===== config.mk =====
export PLATFORM = sky130hd
export DESIGN_NAME = odrv_seq
export DESIGN_NICKNAME = d
export VERILOG_FILES = /design/src/rtl/odrv_seq_pkg.sv /design/src/rtl/odrv_seq_ctrl.sv /design/src/rtl/odrv_seq_dpath.sv /design/src/rtl/odrv_seq.sv
export SDC_FILE = /design/constraint.sdc
export NUM_CORES = 1
export LEC_CHECK = 0
export BUFFER_PORTS_ARGS = -buffer_cell sky130_fd_sc_hd__buf_2
export CORE_MARGIN = 3
export CORE_UTILIZATION = 32
export CTS_CLUSTER_SIZE = 28
export DETAILED_ROUTE_END_ITERATION = 6
export SYNTH_ARGS = -nofsm -noshare
export SYNTH_HDL_FRONTEND = slang
export SYNTH_SLANG_ARGS = --single-unit

===== constraint.sdc =====
create_clock -name clk -period 2.11 [get_ports clk]
set_clock_uncertainty 0.2 [all_clocks]
set_input_delay 0.1055 -clock clk [delete_from_list [all_inputs] [get_ports clk]]
set_output_delay 0.1055 -clock clk [all_outputs]
set_load 0.01 [all_outputs]

===== src/rtl/odrv_seq_pkg.sv =====
package odrv_seq_pkg;

  // strobes from control to datapath
  typedef struct packed {
    logic advance;   // accepted edge
    logic loadRead;  // edge opening a read data beat
  } seqStrobe_t;

endpackage


===== src/rtl/odrv_seq_ctrl.sv =====
module odrv_seq_ctrl
  import odrv_seq_pkg::*;
(
  input  logic       clk,
  input  logic       rstN,
  input  logic       clkEnN,
  input  logic       accSel,
  input  logic       accWrite,
  output seqStrobe_t strobe,
  output logic       maskQ
);

  // command captured at the previous accepted edge
  logic cmdSelQ;
  logic cmdWrQ;
  logic advance;
  logic readBeatNext;

  assign advance      = ~clkEnN;
  assign readBeatNext = cmdSelQ & ~cmdWrQ;

  always_ff @(posedge clk or negedge rstN) begin
    if (!rstN) begin
      cmdSelQ <= 1'b0;
      cmdWrQ  <= 1'b0;
      maskQ   <= 1'b0;
    end else if (advance) begin
      cmdSelQ <= accSel;
      cmdWrQ  <= accSel & accWrite;
      // data beat of the previously accepted command
      maskQ   <= readBeatNext;
    end
  end

  always_comb begin
    strobe.advance  = advance;
    strobe.loadRead = advance & readBeatNext;
  end

endmodule


===== src/rtl/odrv_seq_dpath.sv =====
module odrv_seq_dpath
  import odrv_seq_pkg::*;
#(
  parameter int DATA_W = 36
) (
  input  logic              clk,
  input  logic              rstN,
  input  seqStrobe_t        strobe,
  input  logic [DATA_W-1:0] coreRdData,
  output logic [DATA_W-1:0] rdOut
);

  always_ff @(posedge clk or negedge rstN) begin
    if (!rstN) begin
      rdOut <= '0;
    end else if (strobe.loadRead) begin
      rdOut <= coreRdData;
    end
  end

endmodule


===== src/rtl/odrv_seq.sv =====
module odrv_seq
  import odrv_seq_pkg::*;
#(
  parameter int DATA_W = 36
) (
  input  logic              clk,
  input  logic              rstN,
  input  logic              clkEnN,
  input  logic              accSel,
  input  logic              accWrite,
  input  logic [DATA_W-1:0] coreRdData,
  input  logic              oeN,
  output logic              driveEn,
  output logic [DATA_W-1:0] rdOut
);

  seqStrobe_t strobe;
  logic       maskQ;

  odrv_seq_ctrl u_ctrl (
    .clk      (clk),
    .rstN     (rstN),
    .clkEnN   (clkEnN),
    .accSel   (accSel),
    .accWrite (accWrite),
    .strobe   (strobe),
    .maskQ    (maskQ)
  );

  odrv_seq_dpath #(.DATA_W(DATA_W)) u_dpath (
    .clk        (clk),
    .rstN       (rstN),
    .strobe     (strobe),
    .coreRdData (coreRdData),
    .rdOut      (rdOut)
  );

  // only the output-enable term is combinational
  assign driveEn = ~oeN & maskQ;

endmodule


==> results.md <==
- Status: finished, final reports clean
- DR vias: 1177
- LEAKAGE: ~1.3 nW
- Pin count of the biggest net entering global routing: 40
- TritonCTS clock tree: done
- Syn. warnings: 0
- Compound-Gate Fraction of Synth Area: 0.8534%
- Final setup TNS: 0 ns
- Post-route DRC: 0
- Yosys top cell area share: between 60% and 70%
- Hold Crit Class: input pin to output pin
- Max cap viols: 0
- Post-layout min period: 1.778 ns
- CTS Buf Count: 5
- Post-synthesis mux area share: 32.58%
- Worst-Margin Slew: between 0.8 and 0.9 ns
- First-pass GRT wire length: 6348 um
- Adder-cell share of the synthesized area: 0%
- Crit-path max FO: 22
- Clock Latency Late Sink: 0.28 ns
- CP cell instances: dlygate4sd3_1, buf_2, nor3b_4, buf_4, mux2_2
- Die H: approximately 77 um
- CP Class: input pin to flip-flop
- Slew Limit Fails: 0
- Area leader, netlist: dfrtp_1
- Row cnt: 25
- CTS H-tree lvls: 2
- Met3 Use GR: 3.873%
- Max-Slew Margin vs Limit: a little over two fifths
- CP Data Arrival Time: 1.74 ns
- Register area share after synthesis: roughly three fifths
- FMAX: 562.5 MHz
- CP max-delay cell: dlygate4sd3_1
- Syn nets: roughly 130
- Maximum vdd drop: 0.0004328 V
- Post-synth EDFFs: 0
- Final Hold Slack: 0.2424 ns
- Final Util: between 50% and 60%
- Most used flip-flop cell after synthesis: dfrtp_1
- CTS Sinks: 39
- Drt total wl: ~3700 um
- Reg clk slew, reported paths: 0.07 ns
- Port Buffer Count: about 80
- RSZ-0062 raised after global routing: false
- Post-synth ARST share: 100.0%
- Simple-gate share of the synthesized area: between 1.5 and 2%
- Req. time, crit path: 2.08 ns
- CTS root buf: clkbuf_8
- Routability cong.: 0.7351
- Hpwl dp: 2413 um
- Setup violations, final: 0
- Largest family of logic cells by synthesized area: multiplexers
- Tot Pwr: 2.129 mW
- Cell variety after synth: 10
- Tot GR Track Use: 13.50%
- Most frequent cell after synthesis: dfrtp_1
- Mean Syn Cell Area: between 15 and 20 um2
- Main area contributors after synthesis: dfrtp_1, mux2_4, mux2_2
- Die X: 76.99 um
- M1 GR Usage: 15.04%
- GRT met2 Usage: roughly a quarter
- Mapped Cells: 86
- Core area: 4786 um2
- Starting DRT DRC Count: 20
- Starting Density: 33.70%
- Vias in the first global route: between 1000 and 1500
- Peak per-stage delay on the critical path: 0.53 ns
- Crit path capture type: flip-flop
- Die area: between 5000 and 6000 um2
- Cell Pwr Density: 841.5 nW/um2
- # diodes: 0
- Clk buf depth: 2
- Initial antenna violation count: 0
- CP delay by family, top: buffers and inverters
- Nets: 253
- Cell area after synthesis: 1613 um2
- Fraction of layout cells with a size suffix above 1: 59.05%
- Global route total overflow: 0
- Fin crit share: 84.26%
- Gr busiest metal: met2
- Buffers & Inverters on Critical Path: 3
- WL per Instance: 13.52 um
- Flop-to-flop setup slack: 0.42 ns
- Via density: ~4.2
- Initial DRT Pass Iterations: 4
- Number of routed nets with antenna violations: 0
- Endpoints failing hold: 0
- Startpoint types: input pin
- IO Count: 79
- Post-Synth XOR/XNOR Area: 0%
- Synth-to-layout area growth: 56.87%
- Top cells by count, synth: dfrtp_1, mux2_4, mux2_2
- Yosys reg bits: 39
[final cells by class]
cell class | instances | area (um2)
timing repair buffer | 122 | 825.8
multi-input combinational | 43 | 571.8
clock buffer | 6 | 72.57
tap | 67 | 83.83
fill | 402 | 2256
sequential | 39 | 975.9
[through the flow]
step / area (um2) / instances / setup WS [ns]
finish: 2530 / 277 / 0.3321
global route: 2530 / 277 / 0.2835
CTS: 2530 / 277 / 0.3376
detailed placement: 2037 / 229 / 0.4206
global placement: 2037 / 229 / 0.4738
floorplan: 1613 / 86 / 0.6195
[worst min-delay path, stage by stage]
cell,delay [ns]
buf_2,0.07
nor2b_1,0.03
buf_2,0.13
[layout by cell type, fill, tap and decap left out, drive strengths merged]
master	netlist	layout
a21o	1	1
buf	4	80
clkbuf	0	6
dfrtp	39	39
dlygate4sd3	0	42
mux2	37	37
nand2	2	2
nor2b	1	1
nor3b	1	1
o21ai	1	1
[power by group]
part | internal [mW] | leakage (nW) | switching, mW
Sequential | 0.922 | 0.460 | 0.0940
Combinational | 0.415 | 0.759 | 0.259
Clock | 0.220 | 0.0371 | 0.220
[flip-flops by register name, indices dropped and copies added, names as in the netlist]
name / count
u_ctrl.cmdSelQ: 1
u_ctrl.cmdWrQ: 1
u_dpath.rdOut: 36
u_ctrl.maskQ: 1
[per-layer routing]
| layer | vias up | wire, um |
|---|---|---|
| li1 | 544 | - |
| met1 | 585 | 1435 |
| met2 | 42 | 2076 |
| met3 | 6 | 184 |
| met4 | 0 | 47 |
| met5 | - | 0 |
[timing repair]
| action | 4_1_cts | 5_1_grt |
|---|---|---|
| endpoints found under the setup margin | 0 | 0 |
| buffers inserted | 0 | 0 |
| resized for setup | 0 | 0 |
| endpoints found under the hold margin | 78 | 0 |
| hold buffers | 42 | 0 |
[worst paths after layout]
path                                                    from                       endpoint  cells past startpoint
min in group asynchronous                               rstN  u_dpath.rdOut[30]$_DFFE_PN0P_                      2
worst min register to register  u_dpath.rdOut[5]$_DFFE_PN0P_   u_dpath.rdOut[5]$_DFFE_PN0P_                      1
worst max-delay path                                  clkEnN  u_dpath.rdOut[28]$_DFFE_PN0P_                      5
max in group asynchronous                               rstN   u_dpath.rdOut[6]$_DFFE_PN0P_                      2
worst min-delay path                                     oeN                        driveEn                      3
worst max register to register     u_ctrl.cmdWrQ$_DFFE_PN0N_  u_dpath.rdOut[28]$_DFFE_PN0P_                      3
[logic make-up (layout without fill, tap and decap cells)]
logic type	Yosys count	after routing
flops	39	39
mux	37	37
simple gates	4	4
buf+inv	4	128
compound gates	2	2
(Power assumes the default switching activity.)
